File: src/rtl/cspr_pkg.sv
package cspr_pkg;
  typedef enum logic [1:0] {
    LD_IDLE = 2'd0,
    LD_REQ  = 2'd1,
    LD_GAP  = 2'd2
  } ld_state_t;
endpackage

File: src/rtl/cspr_reload_reg.sv
// Reload register: holds page number and doubles as memory address counter.
module cspr_reload_reg #(
  parameter int ADDR_W = 16,
  parameter int PAGE_W = 4
) (
  input  logic              clk,
  input  logic              rst,
  input  logic              load,
  input  logic [ADDR_W-1:0] load_val,
  input  logic              step,
  output logic [ADDR_W-1:0] addr,
  output logic [PAGE_W-1:0] page
);
  always_ff @(posedge clk) begin
    if (rst) begin
      addr <= '0;
      page <= '0;
    end else if (load) begin
      page <= load_val[PAGE_W-1:0];
      addr <= {load_val[ADDR_W-1:PAGE_W], {PAGE_W{1'b0}}};
    end else if (step) begin
      addr <= addr + ADDR_W'(1);
    end
  end

  // address advances by exactly one per accepted word
  a_r3_addr_step: assert property (@(posedge clk) disable iff (rst)
    step && !load |=> (addr == $past(addr) + ADDR_W'(1)));
  // low page bits of the address are zero right after a load
  a_r3_addr_aligned: assert property (@(posedge clk) disable iff (rst)
    load |=> (addr[PAGE_W-1:0] == '0));
endmodule

File: src/rtl/cspr_ctrl.sv
// Sequencing FSM: clock freeze, request/acknowledge walk, release.
module cspr_ctrl
  import cspr_pkg::*;
#(
  parameter int IDX_W = 8
) (
  input  logic             clk,
  input  logic             rst,
  input  logic             start_req,
  input  logic             mem_ack,
  output logic             load,
  output logic             take,
  output logic             busy,
  output logic             busy_nxt,
  output logic             useq_run,
  output logic             upc_clr,
  output logic             mem_req,
  output logic [IDX_W-1:0] idx
);
  localparam logic [IDX_W-1:0] IDX_LAST = {IDX_W{1'b1}};

  ld_state_t state;
  logic      last;

  always_comb begin
    load     = (state == LD_IDLE) && start_req;
    take     = (state == LD_REQ) && mem_ack;
    last     = take && (idx == IDX_LAST);
    busy_nxt = (state == LD_IDLE) ? start_req : !last;
  end

  always_ff @(posedge clk) begin
    if (rst) begin
      state    <= LD_IDLE;
      busy     <= 1'b0;
      useq_run <= 1'b1;
      upc_clr  <= 1'b0;
      mem_req  <= 1'b0;
      idx      <= '0;
    end else begin
      upc_clr <= load;
      case (state)
        LD_IDLE: begin
          if (start_req) begin
            state    <= LD_REQ;
            busy     <= 1'b1;
            useq_run <= 1'b0;
            mem_req  <= 1'b1;
            idx      <= '0;
          end
        end
        LD_REQ: begin
          if (mem_ack) begin
            mem_req <= 1'b0;
            idx     <= idx + IDX_W'(1);
            if (last) begin
              state    <= LD_IDLE;
              busy     <= 1'b0;
              useq_run <= 1'b1;
            end else begin
              state <= LD_GAP;
            end
          end
        end
        LD_GAP: begin
          state   <= LD_REQ;
          mem_req <= 1'b1;
        end
        default: state <= LD_IDLE;
      endcase
    end
  end

  // a new reload freezes the clock and pulses the micro-PC clear
  a_r2_start: assert property (@(posedge clk) disable iff (rst)
    $rose(busy) |-> (upc_clr && !useq_run));
  // clock stays frozen for the whole reload
  a_r2_frozen: assert property (@(posedge clk) disable iff (rst)
    busy |-> !useq_run);
  // request held until acknowledged
  a_r5_req_held: assert property (@(posedge clk) disable iff (rst)
    (mem_req && !mem_ack) |=> mem_req);
  // release follows the final acknowledge
  a_r6_release: assert property (@(posedge clk) disable iff (rst)
    last |=> (!busy && useq_run));
endmodule

File: src/rtl/cs_page_loader.sv
module cs_page_loader #(
  parameter int MEM_AW = 16,
  parameter int MEM_DW = 16,
  parameter int PAGE_W = 4,
  parameter int IDX_W  = 8,
  parameter int CS_DW  = 8,
  parameter int LANE   = 0
) (
  input  logic                    clk,
  input  logic                    rst,
  input  logic                    wr_en,
  input  logic [MEM_AW-1:0]       wr_data,
  output logic                    busy,
  output logic                    useq_run,
  output logic                    upc_clr,
  output logic [PAGE_W-1:0]       page_o,
  output logic                    mem_req,
  output logic [MEM_AW-1:0]       mem_addr,
  input  logic                    mem_ack,
  input  logic [MEM_DW-1:0]       mem_rdata,
  output logic                    cs_we,
  output logic [PAGE_W+IDX_W-1:0] cs_addr,
  output logic [CS_DW-1:0]        cs_wdata,
  input  logic                    io_req,
  output logic                    io_grant
);
  localparam int CS_AW   = PAGE_W + IDX_W;
  localparam int N_LANES = MEM_DW / CS_DW;

  logic             load, take, busy_nxt;
  logic [IDX_W-1:0] idx;
  logic [CS_DW-1:0] lane_byte;

  cspr_reload_reg #(.ADDR_W(MEM_AW), .PAGE_W(PAGE_W)) u_rreg (
    .clk      (clk),
    .rst      (rst),
    .load     (load),
    .load_val (wr_data),
    .step     (take),
    .addr     (mem_addr),
    .page     (page_o)
  );

  cspr_ctrl #(.IDX_W(IDX_W)) u_ctrl (
    .clk       (clk),
    .rst       (rst),
    .start_req (wr_en),
    .mem_ack   (mem_ack),
    .load      (load),
    .take      (take),
    .busy      (busy),
    .busy_nxt  (busy_nxt),
    .useq_run  (useq_run),
    .upc_clr   (upc_clr),
    .mem_req   (mem_req),
    .idx       (idx)
  );

  // Byte lane selection: parameter picks which lane of the memory word is kept
  always_comb begin
    lane_byte = '0;
    for (int i = 0; i < N_LANES; i++) begin
      if (i == LANE) lane_byte = mem_rdata[i*CS_DW +: CS_DW];
    end
  end

  always_ff @(posedge clk) begin
    if (rst) begin
      cs_we    <= 1'b0;
      cs_addr  <= '0;
      cs_wdata <= '0;
      io_grant <= 1'b0;
    end else begin
      cs_we    <= take;
      cs_addr  <= CS_AW'({page_o, idx});
      cs_wdata <= lane_byte;
      io_grant <= io_req && !busy_nxt;
    end
  end

  // no I/O grant while a reload is running
  a_r7_io_locked: assert property (@(posedge clk) disable iff (rst)
    io_grant |-> !busy);
  // every store write lands in the current page
  a_r4_we_page: assert property (@(posedge clk) disable iff (rst)
    cs_we |-> (cs_addr[CS_AW-1:IDX_W] == page_o));
  // a register write during a reload leaves the page untouched
  a_r8_ignore_write: assert property (@(posedge clk) disable iff (rst)
    (busy && wr_en && busy_nxt) |=> $stable(page_o));
  // store writes happen only while busy or on the releasing cycle
  a_r4_we_in_reload: assert property (@(posedge clk) disable iff (rst)
    cs_we |-> ($past(busy)));
endmodule

File: config.mk
export PLATFORM = sky130hd
export DESIGN_NAME = cs_page_loader
export DESIGN_NICKNAME = d
export VERILOG_FILES = /design/src/rtl/cspr_pkg.sv /design/src/rtl/cspr_reload_reg.sv /design/src/rtl/cspr_ctrl.sv /design/src/rtl/cs_page_loader.sv
export SDC_FILE = /design/constraint.sdc
export NUM_CORES = 1
export LEC_CHECK = 0
export CORE_MARGIN = 2
export CORE_UTILIZATION = 25
export CTS_BUF_LIST = sky130_fd_sc_hd__clkbuf_2
export DETAILED_ROUTE_END_ITERATION = 16
export DONT_BUFFER_PORTS = 1
export SKIP_CTS_REPAIR_TIMING = 1
export SLEW_MARGIN = 10
export SYNTH_ARGS = -nofsm -noshare
export SYNTH_HDL_FRONTEND = slang
export SYNTH_HIERARCHICAL = 1
export SYNTH_SLANG_ARGS = --single-unit
export TNS_END_PERCENT = 1
File: constraint.sdc
create_clock -name clk -period 1.7 [get_ports clk]
set_input_delay 0.17 -clock clk [delete_from_list [all_inputs] [get_ports clk]]
set_output_delay 0.17 -clock clk [all_outputs]
set_load 0.1 [all_outputs]
==> out/results.txt, run 1 <==
Synthesis produced a netlist with a net count of 283. In this run the power density over the cells is 838 nW/um^2. The tool flagged a number of max-cap violations equal to 0. The top-level I/O count is 83, and the area share of the largest cell type after synthesis is 0.482.

In this run the critical register-to-register path is captured at u_rreg/addr[11]. The H-tree generated during clock tree synthesis spans 2 levels. The synthesized netlist cell count is 244, and the maximum fanout encountered on the critical timing path is 7. The tools report the worst max-slew margin expressed relative to the limit as 0.692. The die is 100 um tall. The core region is 9150 um^2. The actual transition at the worst max-transition pin works out to 0.452 ns.

The logs give 2.80 mW for the total power consumption of the routed design and 6 for the total of warnings raised by yosys. The critical path is of the flip-flop to flip-flop type. Once detail routing completed, the nets flagged for antenna violations numbered 0.

The run finished with clean final reports. For this run, the post-layout net count is 367. The number of antenna diodes in the final layout is 0.

The logs give 3.88 mm for the sum of net half-perimeters after detailed placement and 1922 for the via count of the first global-routing pass. Clock-pin slew was measured on the worst setup and hold paths at 0.30 ns. Worst hold path endpoint: u_ctrl/state[1].

The cell count of the worst reg-to-reg path came out at 6. The top cell types in the final layout, fill and taps aside, are 59 x sky130_fd_sc_hd__buf_4, 40 x sky130_fd_sc_hd__dfxtp_1, 28 x sky130_fd_sc_hd__dlygate4sd3_1, 26 x sky130_fd_sc_hd__nor2b_1, 22 x sky130_fd_sc_hd__nor2_1. The share of cells above drive strength 1 was 0.322. For this run the aggregate overflow at the end of global routing stands at 0. STA classifies the critical path startpoint as a flip-flop. After synthesis, the cell types taking the most area are sky130_fd_sc_hd__dfxtp_1 48%, sky130_fd_sc_hd__nor2b_1 7.0%, sky130_fd_sc_hd__nor2_1 3.6%. The final worst-path cycle share works out to 0.993.

The worst hold path was traced through 3 stages. The floorplan die area is 10100 um^2. In this run the worst hold path is classified as input port to flip-flop. Overall global routing resource usage: 0.112. The number of buffers inserted by port buffering came out at 0. TritonCTS built the clock tree. Across all setup checks in the final design, the least slack found is 0.0125 ns.

Most common cell after layout, fill and taps aside: sky130_fd_sc_hd__buf_4. The tree is rooted in a sky130_fd_sc_hd__clkbuf_2. The later pin in the worst-skew pair is clocked with a latency of 0.45 ns. Setup violations remaining at the end of the flow were counted as 0. The iteration-0 DRC count of the detailed router is 76, and the post-synthesis async set-or-reset flop share is 0. The post-route DRC violation count was 0. The wire length per cell was 13.8 um; the total wire length was 6.06 mm. For the final weighted congestion in routability-driven placement, the log shows 0.763. The run gives 2330 um^2 as the combined area of all synthesized cells. The maximum operating frequency is 0.593 GHz, and the leakage dissipation is 1.26 nW.

The tools report the global-route wire length before repair as 9.13 mm. The endpoint kind of the worst setup timing path was a flip-flop. The startpoint identified for the worst hold timing path is mem_ack.

Among all flip-flop cells after synthesis, the most frequent one is sky130_fd_sc_hd__dfxtp_1. For this block, the via count after detailed routing is 2107. Setup repair after global routing could not meet its margin everywhere. Synthesis inferred 56 register bits.

In this run the deepest clock path goes through 2 buffers. The tools report the pre-CTS worst setup slack as -0.134 ns. Clock tree synthesis inserted a total of 5 buffers. Number of failing hold endpoints at the final stage: 0. The startpoint identified for the worst register-to-register timing path is u_ctrl/state[1]. The number of different library cells used by synthesis comes to 43. After detailed routing, the number of vias per cell comes to 4.79.

The total count of max-transition violations in the final report is 0, and the largest net degree at the start of global routing is 55. The logs give 0 for the number of antenna violations at the first check in global routing and 0.0296 ns for the worst-case clock skew. The die width is 100 um, and the flop-to-flop setup slack is 0.01 ns. The required time reported for the critical path endpoint is 2.07 ns, and the worst supply voltage drop on vdd is 414 uV. Yosys mapped a number of flops with a built-in enable equal to 0. The mean instance size in the synthesized netlist was 9.53 um^2. For the initial standard-cell utilization of the core, the log shows 0.254. The largest total area in the synthesized netlist belongs to sky130_fd_sc_hd__dfxtp_1. The number of sinks driven by the clock tree was 56; the number of detailed-route iterations in the first pass was 4. The floorplan has 35 rows. Relative to the synthesized area, the layout overhead comes to 43.5%. Counting I/O delays and the setup requirement, the final critical path takes 1.69 ns.

Data on the critical path arrives at its endpoint at 2.06 ns. For the sequential-to-total area share from yosys stat, the log shows 0.482.
-- per-stage QoR --
step,util,setup TNS [ns],area (um^2),instances,hold slack (ns)
3_3_place_gp,0.316,-0.216,2890,399,0.244
6_report,0.365,0,3340,440,0.0337
5_1_grt,0.365,-0.137,3340,440,0.0217
2_1_floorplan,-,-0.337,2420,244,0.242
3_5_place_dp,0.316,-0.731,2890,399,0.246
4_1_cts,0.320,-0.758,2930,407,-0.308
-- area by class of cell --
class / count / area, um^2
clock buffer: 5 / 25.0
sequential: 56 / 1160
timing repair buffer: 92 / 798
tap: 111 / 139
inverter: 8 / 41.3
multi-input combinational: 165 / 1150
fill: 945 / 5820
clock inverter: 3 / 20.0
-- state kept, by name (all words and copies together), names as in the netlist, 2 cells and up --
signal / flops
cs_addr: 12
cs_wdata: 8
u_ctrl/idx: 8
u_ctrl/state: 2
u_rreg/addr: 16
u_rreg/page: 4
-- where the power goes --
| group | switching (mW) | internal, mW | leakage [nW] |
|---|---|---|---|
| Sequential | 0.0417 | 1.38 | 0.468 |
| Combinational | 0.597 | 0.234 | 0.758 |
| Clock | 0.438 | 0.108 | 0.0337 |
| Total | 1.08 | 1.72 | 1.26 |
-- how the worst max path moves through the flow --
stage                    start               to  slack (ns)
2_1_floorplan  u_ctrl/state[1]  u_rreg/addr[11]       -0.06
3_3_place_gp   u_ctrl/state[1]  u_rreg/addr[12]       -0.05
3_5_place_dp   u_ctrl/state[1]  u_rreg/addr[11]       -0.13
4_1_cts        u_ctrl/state[1]  u_rreg/addr[11]       -0.14
5_1_grt        u_ctrl/state[1]  u_rreg/addr[11]       -0.06
6_report       u_ctrl/state[1]  u_rreg/addr[11]        0.01
-- cell usage after synthesis (5+ instances only) --
cell type,instances
sky130_fd_sc_hd__nor2_1,22
sky130_fd_sc_hd__o41a_1,5
sky130_fd_sc_hd__inv_1,7
sky130_fd_sc_hd__nand2_1,11
sky130_fd_sc_hd__clkbuf_1,7
sky130_fd_sc_hd__or3_1,5
sky130_fd_sc_hd__mux2i_1,8
sky130_fd_sc_hd__o21ai_0,5
sky130_fd_sc_hd__nor4_1,8
sky130_fd_sc_hd__nand3_1,9
sky130_fd_sc_hd__a21oi_1,7
sky130_fd_sc_hd__dfxtp_1,56
sky130_fd_sc_hd__nand4_1,6
sky130_fd_sc_hd__or4_1,6
sky130_fd_sc_hd__nor2b_1,26
sky130_fd_sc_hd__nor3_1,8
-- logic make-up (layout without fill, tap and decap cells) --
family                     Yosys count  after routing  synth area share
muxes                                9              9            0.0403
DFF                                 56             56             0.482
buffers and inverters               23            108            0.0490
xor gates and xnor gates             4              4            0.0151
adders and majority gates            2              2            0.0108
AOI/OAI and AO/OA                   39             39             0.129
and+or+nand+nor                    111            111             0.274
-- layer usage --
| layer | vias to the layer above | global-route usage | wire length, um |
|---|---|---|---|
| li1 | 1051 | - | - |
| met5 | - | 0 | 0 |
| met2 | 66 | 0.187 | 2850 |
| met1 | 986 | 0.140 | 2790 |
| met3 | 4 | 0.0347 | 376 |
| met4 | 0 | 0.0285 | 44 |
-- worst max-delay path: stages, from the launching register on --
cell	delay [ns]
sky130_fd_sc_hd__dfxtp_2	0.39
sky130_fd_sc_hd__nand3b_1	0.19
sky130_fd_sc_hd__inv_2	0.12
sky130_fd_sc_hd__nand4_1	0.13
sky130_fd_sc_hd__buf_6	0.17
sky130_fd_sc_hd__o41a_1	0.41
sky130_fd_sc_hd__a2111oi_2	0.22
(Power assumes the default switching activity.)
==> run 2, diff against run 1 <==
--- a/config.mk
+++ b/config.mk
@@ -5,6 +5,7 @@
 export SDC_FILE = /design/constraint.sdc
 export NUM_CORES = 1
 export LEC_CHECK = 0
+export CAP_MARGIN = 20
 export CORE_MARGIN = 2
 export CORE_UTILIZATION = 25
 export CTS_BUF_LIST = sky130_fd_sc_hd__clkbuf_2
==> constraint.sdc (replaced) <==
create_clock -name clk -period 1.67 [get_ports clk]
set_input_delay 0.167 -clock clk [delete_from_list [all_inputs] [get_ports clk]]
set_output_delay 0.167 -clock clk [all_outputs]
set_load 0.1 [all_outputs]
==> run 2 against run 1 <==
Sequential share of layout area down 0.48 points. Critical endpoint is now u_rreg/addr[9]. Setup slack got worse by 0.023 ns. Critical path type unchanged. Non-clock buffer count is 4 higher. Cell count rose by 0.91%. The flow now finishes with violations (setup timing). Combinational power grew 2%. Largest cell class unchanged. Fmax rose by 0.39%. Design area rose by 1.4%. Core utilization is 0.51 points higher.
==> out/results.txt, run 2 (same netlist as run 1, synthesis figures left out) <==
The logs give 0 (unchanged) for the total count of max-transition violations in the final report and 83 (unchanged) for the top-level I/O count. The placed cell area is 2890 um^2 (unchanged), and the signed area change from the synthesized netlist to the final layout is 45.5% (was 43.5%). The switching fraction of total power was 0.384 (was 0.385); the number of H-tree levels was 2 (unchanged). The maximum operating frequency was 0.595 GHz (was 0.593 GHz). Endpoint kind of the worst setup timing path: a flip-flop (unchanged). Aggregate global routing overflow: 0 (unchanged). The run gives 0.299 (was 0.297) as the share of total power in combinational logic. The share of cells above drive strength 1 was 0.318 (was 0.322); the worst hold slack after final layout was 0.0288 ns (was 0.0337 ns). The tools report the number of nets with antenna violations after detailed routing as 0 (unchanged). The pre-CTS worst setup slack is -0.166 ns (was -0.134 ns). The worst max-slew margin expressed relative to the limit is 0.677 (was 0.692). The number of detailed-route iterations in the first pass was 4 (unchanged). Worst supply voltage drop on vdd: 274 uV (was 414 uV). The cell area after layout is 3380 um^2 (was 3340 um^2).

The maximum fanout encountered on the critical timing path is 7 (unchanged). Sequence of cells on the critical path: nand3b_1 > inv_2 > nand4_1 > buf_6 > or4_1 > a311oi_2 (was nand3b_1 > inv_2 > nand4_1 > buf_6 > o41a_1 > a2111oi_2). Library cell contributing the largest single delay on the critical path: sky130_fd_sc_hd__or4_1 (was sky130_fd_sc_hd__o41a_1).

Minimum period implied by the final worst setup slack: 1.68 ns (was 1.69 ns). The checks that failed: setup timing. The wire length per cell came out at 13.7 um (was 13.8 um). Setup repair after global routing could not meet its margin everywhere.

The largest net degree at the start of global routing is 55 (unchanged). The most common cell after layout, fill and taps aside was sky130_fd_sc_hd__buf_4 (unchanged). The power density of the placed cells is 841 nW/um^2 (was 838 nW/um^2). For the switching power summed over all nets, the log shows 1.09 mW (was 1.08 mW). The flow ran to the end, but the final reports show violations.

The aggregate negative setup slack is -0.0109 ns (was 0 ns), and the clock network latency to the later pin of the worst-skew pair is 0.44 ns (was 0.45 ns). Highest-count cells in the layout ignoring fill and taps: 58 x sky130_fd_sc_hd__buf_4, 40 x sky130_fd_sc_hd__dfxtp_1, 32 x sky130_fd_sc_hd__dlygate4sd3_1, 26 x sky130_fd_sc_hd__nor2b_1, 22 x sky130_fd_sc_hd__nor2_1 (was 59 x sky130_fd_sc_hd__buf_4, 40 x sky130_fd_sc_hd__dfxtp_1, 28 x sky130_fd_sc_hd__dlygate4sd3_1, 26 x sky130_fd_sc_hd__nor2b_1, 22 x sky130_fd_sc_hd__nor2_1). The run gives 1.27 nW (was 1.26 nW) as the leakage dissipation. The number of buffers inserted by port buffering was 0 (unchanged).

The type of the worst setup path is flip-flop to flip-flop (unchanged). The number of violations of the max-capacitance limit was 0 (unchanged); the fraction of the core area covered by cells at the end of the flow was 0.370 (was 0.365). The met1 usage in global routing is 0.140 (about the same). The relative contribution of sequential cells to total power is 0.508 (was 0.507), and the sum of net half-perimeters after detailed placement is 3.90 mm (was 3.88 mm). The run gives 2.05 ns (was 2.07 ns) as the required time reported for the critical path endpoint. The worst hold-check path type was input port to flip-flop (unchanged).

The height of the chip came out at 100 um (unchanged). The clock root buffer was sky130_fd_sc_hd__clkbuf_2 (unchanged). The number of standard-cell rows in the floorplan is 35 (unchanged). The part of the total power dissipated in the clock network came out at 0.194 (was 0.195). Final cell count without fillers: 444 (was 440).

For the total CTS buffers, the log shows 5 (unchanged). The mean number of vias per cell was 4.72 (was 4.79). TritonCTS built the clock tree.

The core footprint is 9150 um^2 (unchanged). Die width: 100 um (unchanged). The via count of the first global-routing pass was 1862 (was 1922). The total power consumption of the routed design came out at 2.85 mW (was 2.80 mW). The total wire length was 6.10 mm (was 6.06 mm). The final antenna diode count was 0 (unchanged); the worst stage delay on the critical path was 0.43 ns (was 0.41 ns).

The final-report setup violation count is 1 (was 0), and the overall global routing resource usage is 0.110 (was 0.112). The run gives 10100 um^2 (unchanged) as the floorplan die area. The kind of start point of the critical path is a flip-flop (unchanged). The number of flip-flops in the largest register was 16 (unchanged). The global-route wire length before repair came out at 8.98 mm (was 9.13 mm). Data arrival at the endpoint of the critical path: 2.06 ns (about the same). The clock-pin slew on the worst setup and hold paths works out to 0.30 ns (about the same). The run gives 91 (was 76) as the iteration-0 DRC count of the detailed router.

Startpoint of the lowest-slack hold path: mem_ack (unchanged). The number of failing hold endpoints at the final stage is 0 (unchanged), and the fraction of met2 tracks used by global routing is 0.180 (was 0.187). The post-route DRC violation count was 0 (unchanged); the final weighted congestion in routability-driven placement was 0.752 (was 0.763).

The initial standard-cell utilization of the core was 0.254 (unchanged). The tools report the critical register-to-register path startpoint as u_ctrl/state[1] (unchanged). Final-stage net count: 371 (was 367). The via count is 2097 (was 2107), and the number of sinks driven by the clock tree is 56 (unchanged). The design internal power is 1.75 mW (was 1.72 mW), and the slack of the critical path is -0.0109 ns (was 0.0125 ns).

Number of buffers on the longest clock path: 2 (unchanged). The global-route layer with the greatest usage is met2 (unchanged). The actual transition at the worst max-transition pin works out to 0.475 ns (was 0.452 ns). The number of antenna violations at the first check in global routing was 0 (unchanged). For the number of instances in the placed design, the log shows 399 (unchanged). Top register by number of flip-flops: u_rreg/addr (unchanged).

The worst setup path startpoint is u_ctrl/state[1] (unchanged). The worst-case clock skew was 0.0158 ns (was 0.0296 ns). Largest registers: u_rreg/addr: 16 flops, cs_addr: 12 flops (unchanged). The global routing met3 resource utilization is 0.0354 (was 0.0347), and the final worst-path cycle share is 1.01 (was 0.993).
==> run 2: power by group through the flow <==
stage          clock network [mW]  registers (mW)  logic, mW
2_1_floorplan                   0            1.89      0.188
3_3_place_gp                    0            1.47      0.727
3_5_place_dp                    0            1.47      0.734
4_1_cts                     0.599            1.45      0.735
5_1_grt                     0.643            1.46      0.891
6_report                    0.552            1.44      0.850
==> run 2: critical path: cells and delay by family, from the launching register on <==
family,cells,cell delay [ns]
AND/OR/NAND/NOR,3,0.73
buffers and inverters,2,0.28
flip-flops,1,0.39
AO/OA/AOI/OAI,1,0.23
==> run 2: final cells by class <==
| cell class | count | area, um^2 |
|---|---|---|
| Fill cell | 921 | 5770 |
| Sequential cell | 56 | 1160 |
| Multi-Input combinational cell | 165 | 1150 |
| Timing Repair Buffer | 96 | 842 |
| Tap cell | 111 | 139 |
| Inverter | 8 | 41.3 |
| Clock buffer | 5 | 25.0 |
| Clock inverter | 3 | 20.0 |
==> run 2: worst paths after layout <==
| path | cells past startpoint | slack (ns) | end |
|---|---|---|---|
| worst min-delay path | 3 | 0.03 | cs_we |
| worst max-delay path | 6 | -0.01 | u_rreg/addr[9] |
| worst max register to register | 6 | -0.01 | u_rreg/addr[9] |
| worst min register to register | 1 | 0.50 | cs_addr[8] |
==> run 2: per-layer routing <==
metal | share of wire | up-vias
met3 | 0.059 | 4
met2 | 0.47 | 65
li1 | - | 1057
met5 | 0 | -
met1 | 0.46 | 971
met4 | 0.0066 | 0
==> run 3, diff against run 2 <==
--- a/config.mk
+++ b/config.mk
@@ -11,6 +11,7 @@
 export CTS_BUF_LIST = sky130_fd_sc_hd__clkbuf_2
 export DETAILED_ROUTE_END_ITERATION = 16
 export DONT_BUFFER_PORTS = 1
+export MAX_ROUTING_LAYER = met4
 export SKIP_CTS_REPAIR_TIMING = 1
 export SLEW_MARGIN = 10
 export SYNTH_ARGS = -nofsm -noshare
==> run 3 against run 2 <==
The run still ends with setup timing left. Sequential power is essentially flat. Cell count stayed put. Setup slack got worse by 0.0024 ns. Count of clock-buffer cells in the layout is the same. Combinational power hardly changed. Critical path type unchanged. Largest power group unchanged.
==> out/results.txt, run 3 (same netlist as run 1, synthesis figures left out) <==
The flow ran to the end, but the final reports show violations. Violations in the final reports: setup timing (unchanged). The power density of the placed cells was 841 nW/um^2 (about the same); the total count of max-transition violations in the final report was 0 (unchanged). The slack of the critical path is -0.0133 ns (was -0.0109 ns), and the clock-pin slew on the worst setup and hold paths is 0.30 ns (about the same). The core footprint was 9150 um^2 (unchanged); the number of violations of the max-capacitance limit was 0 (unchanged). The flop-to-flop setup slack is -0.01 ns (about the same). For the via count of the first global-routing pass, the log shows 1867 (was 1862).

The tools report the kind of start point of the critical path as a flip-flop (unchanged). The largest net degree at the start of global routing was 55 (unchanged); the number of buffers inserted by port buffering was 0 (unchanged). For the register cell area after layout, the log shows 1160 um^2 (unchanged).

The clock network latency to the later pin of the worst-skew pair is 0.43 ns (was 0.44 ns). The logs give 921 (unchanged) for the number of fill cells and 2890 um^2 (unchanged) for the placed cell area. The logs give 274 uV (about the same) for the worst supply voltage drop on vdd and 83 (unchanged) for the top-level I/O count. Worst-case clock skew: 0.0132 ns (was 0.0158 ns).

The cell area after layout came out at 3380 um^2 (unchanged). The most common cell after layout, fill and taps aside is sky130_fd_sc_hd__buf_4 (unchanged). The leakage dissipation came out at 1.27 nW (unchanged).

The final-report setup violation count is 2 (was 1), and the number of flip-flops in the largest register is 16 (unchanged). Highest-count cells in the layout ignoring fill and taps: 58 x sky130_fd_sc_hd__buf_4, 40 x sky130_fd_sc_hd__dfxtp_1, 32 x sky130_fd_sc_hd__dlygate4sd3_1, 26 x sky130_fd_sc_hd__nor2b_1, 22 x sky130_fd_sc_hd__nor2_1 (unchanged). The tools report the initial standard-cell utilization of the core as 0.254 (unchanged).

The total wire length is 6.09 mm (was 6.10 mm), and the total power consumption of the routed design is 2.85 mW (about the same). The logs give 2 (unchanged) for the number of buffers on the longest clock path and 0 (unchanged) for the number of failing hold endpoints at the final stage. The minimum period implied by the final worst setup slack is 1.68 ns (about the same), and the wire length per cell is 13.7 um (about the same). The tools report the critical register-to-register path startpoint as u_ctrl/state[1] (unchanged). The run gives 3.90 mm (unchanged) as the sum of net half-perimeters after detailed placement. The required time reported for the critical path endpoint is 2.05 ns (about the same), and the maximum operating frequency is 0.594 GHz (was 0.595 GHz). The maximum fanout encountered on the critical timing path was 7 (unchanged); the height of the chip was 100 um (unchanged). The worst stage delay on the critical path is 0.43 ns (about the same), and the data arrival at the endpoint of the critical path is 2.06 ns (about the same). The run gives 10100 um^2 (unchanged) as the floorplan die area.

The overall global routing resource usage is 0.113 (was 0.110). The tools report the final weighted congestion in routability-driven placement as 0.762 (was 0.752). Number of nets with antenna violations after detailed routing: 0 (unchanged). The clock root buffer was sky130_fd_sc_hd__clkbuf_2 (unchanged). The family with the most delay on the worst path is simple AND/OR/NAND/NOR gates (unchanged). Top register by number of flip-flops: u_rreg/addr (unchanged). Largest registers: u_rreg/addr: 16 flops, cs_addr: 12 flops (unchanged). The run gives 108 (was 91) as the iteration-0 DRC count of the detailed router. The actual transition at the worst max-transition pin is 0.486 ns (was 0.475 ns), and the share of cells above drive strength 1 is 0.318 (unchanged).

The cell count of the worst reg-to-reg path was 6 (unchanged). The die width is 100 um (unchanged). The fraction of the core area covered by cells at the end of the flow is 0.370 (unchanged). Worst hold-check path type: input port to flip-flop (unchanged).

The post-route DRC violation count came out at 0 (unchanged). The number of sinks driven by the clock tree came out at 56 (unchanged). Sequence of cells on the critical path: nand3b_1 > inv_2 > nand4_1 > buf_6 > or4_1 > a311oi_2 (unchanged). The tools report the endpoint of the worst setup timing path as u_rreg/addr[9] (unchanged). The area of the multi-input gates is 1150 um^2 (unchanged). The via count was 2075 (was 2097); the final-stage net count was 371 (unchanged). Type of the worst setup path: flip-flop to flip-flop (unchanged). The count of buffering cells on the critical path with inverters included was 2 (unchanged). The tools report the total CTS buffers as 5 (unchanged). Library cell contributing the largest single delay on the critical path: sky130_fd_sc_hd__or4_1 (unchanged). Setup repair after global routing could not meet its margin everywhere. The tools report the number of antenna violations at the first check in global routing as 0 (unchanged). The worst setup path startpoint was u_ctrl/state[1] (unchanged). The number of H-tree levels is 2 (unchanged), and the number of cells on the critical path is 6 (unchanged). TritonCTS built the clock tree. Capture point of the worst reg-to-reg path: u_rreg/addr[9] (unchanged). The signed area change from the synthesized netlist to the final layout is 45.5% (unchanged).

The run gives 0.670 (was 0.677) as the worst max-slew margin expressed relative to the limit. The final worst-path cycle share was 1.01 (about the same). The final antenna diode count was 0 (unchanged). The mean number of vias per cell was 4.67 (was 4.72). The run gives 8.98 mm (unchanged) as the global-route wire length before repair. The endpoint kind of the worst setup timing path is a flip-flop (unchanged). The aggregate global routing overflow was 0 (unchanged). The number of standard-cell rows in the floorplan was 35 (unchanged).

The number of detailed-route iterations in the first pass was 4 (unchanged).
-- run 3: cell type report --
cell class / instances / share of cell area
inverter: 8 / 0.0122
multi-input combinational: 165 / 0.341
clock buffer: 5 / 0.00740
tap: 111 / 0.0411
timing repair buffer: 96 / 0.249
clock inverter: 3 / 0.00592
sequential: 56 / 0.344
-- run 3: worst reg2reg max path: cells and delay by family (launching register included) --
family | cells | cell delay [ns]
AND/OR/NAND/NOR | 3 | 0.75
buffers and inverters | 2 | 0.28
flip-flops | 1 | 0.39
AO/OA/AOI/OAI | 1 | 0.23
-- run 3: how the worst min path moves through the flow --
stage	startpoint	to	slack [ns]	depth (start not counted)
global placement	rst	u_rreg/addr[10]	0.24	1
detailed placement	rst	u_rreg/addr[7]	0.24	1
finish	mem_ack	cs_we	0.02	3
floorplan	rst	cs_addr[8]	0.24	1
global route	mem_ack	cs_we	0.006	3
CTS	rst	cs_addr[5]	-0.31	1
-- run 3: report_power, final --
group          switching (mW)  internal, mW
Combinational           0.607         0.242
Clock                   0.443         0.110
Sequential             0.0438          1.40
Total                    1.09          1.75
-- run 3: metrics by stage --
| step | std cells | hold slack (ns) | setup TNS (ns) | setup WS, ns |
|---|---|---|---|---|
| 2_1_floorplan | 244 | 0.239 | -0.747 | -0.0851 |
| 3_3_place_gp | 399 | 0.241 | -0.468 | -0.0830 |
| 3_5_place_dp | 399 | 0.241 | -0.841 | -0.166 |
| 4_1_cts | 407 | -0.311 | -1.26 | -0.184 |
| 5_1_grt | 444 | 0.00582 | -0.528 | -0.122 |
| 6_report | 444 | 0.0247 | -0.0138 | -0.0133 |
-- run 3: per-layer routing --
metal,track usage,wire length [um]
met2,0.181,2900
met3,0.0326,285
met4,0.0285,33
met1,0.140,2870
met5,-,0
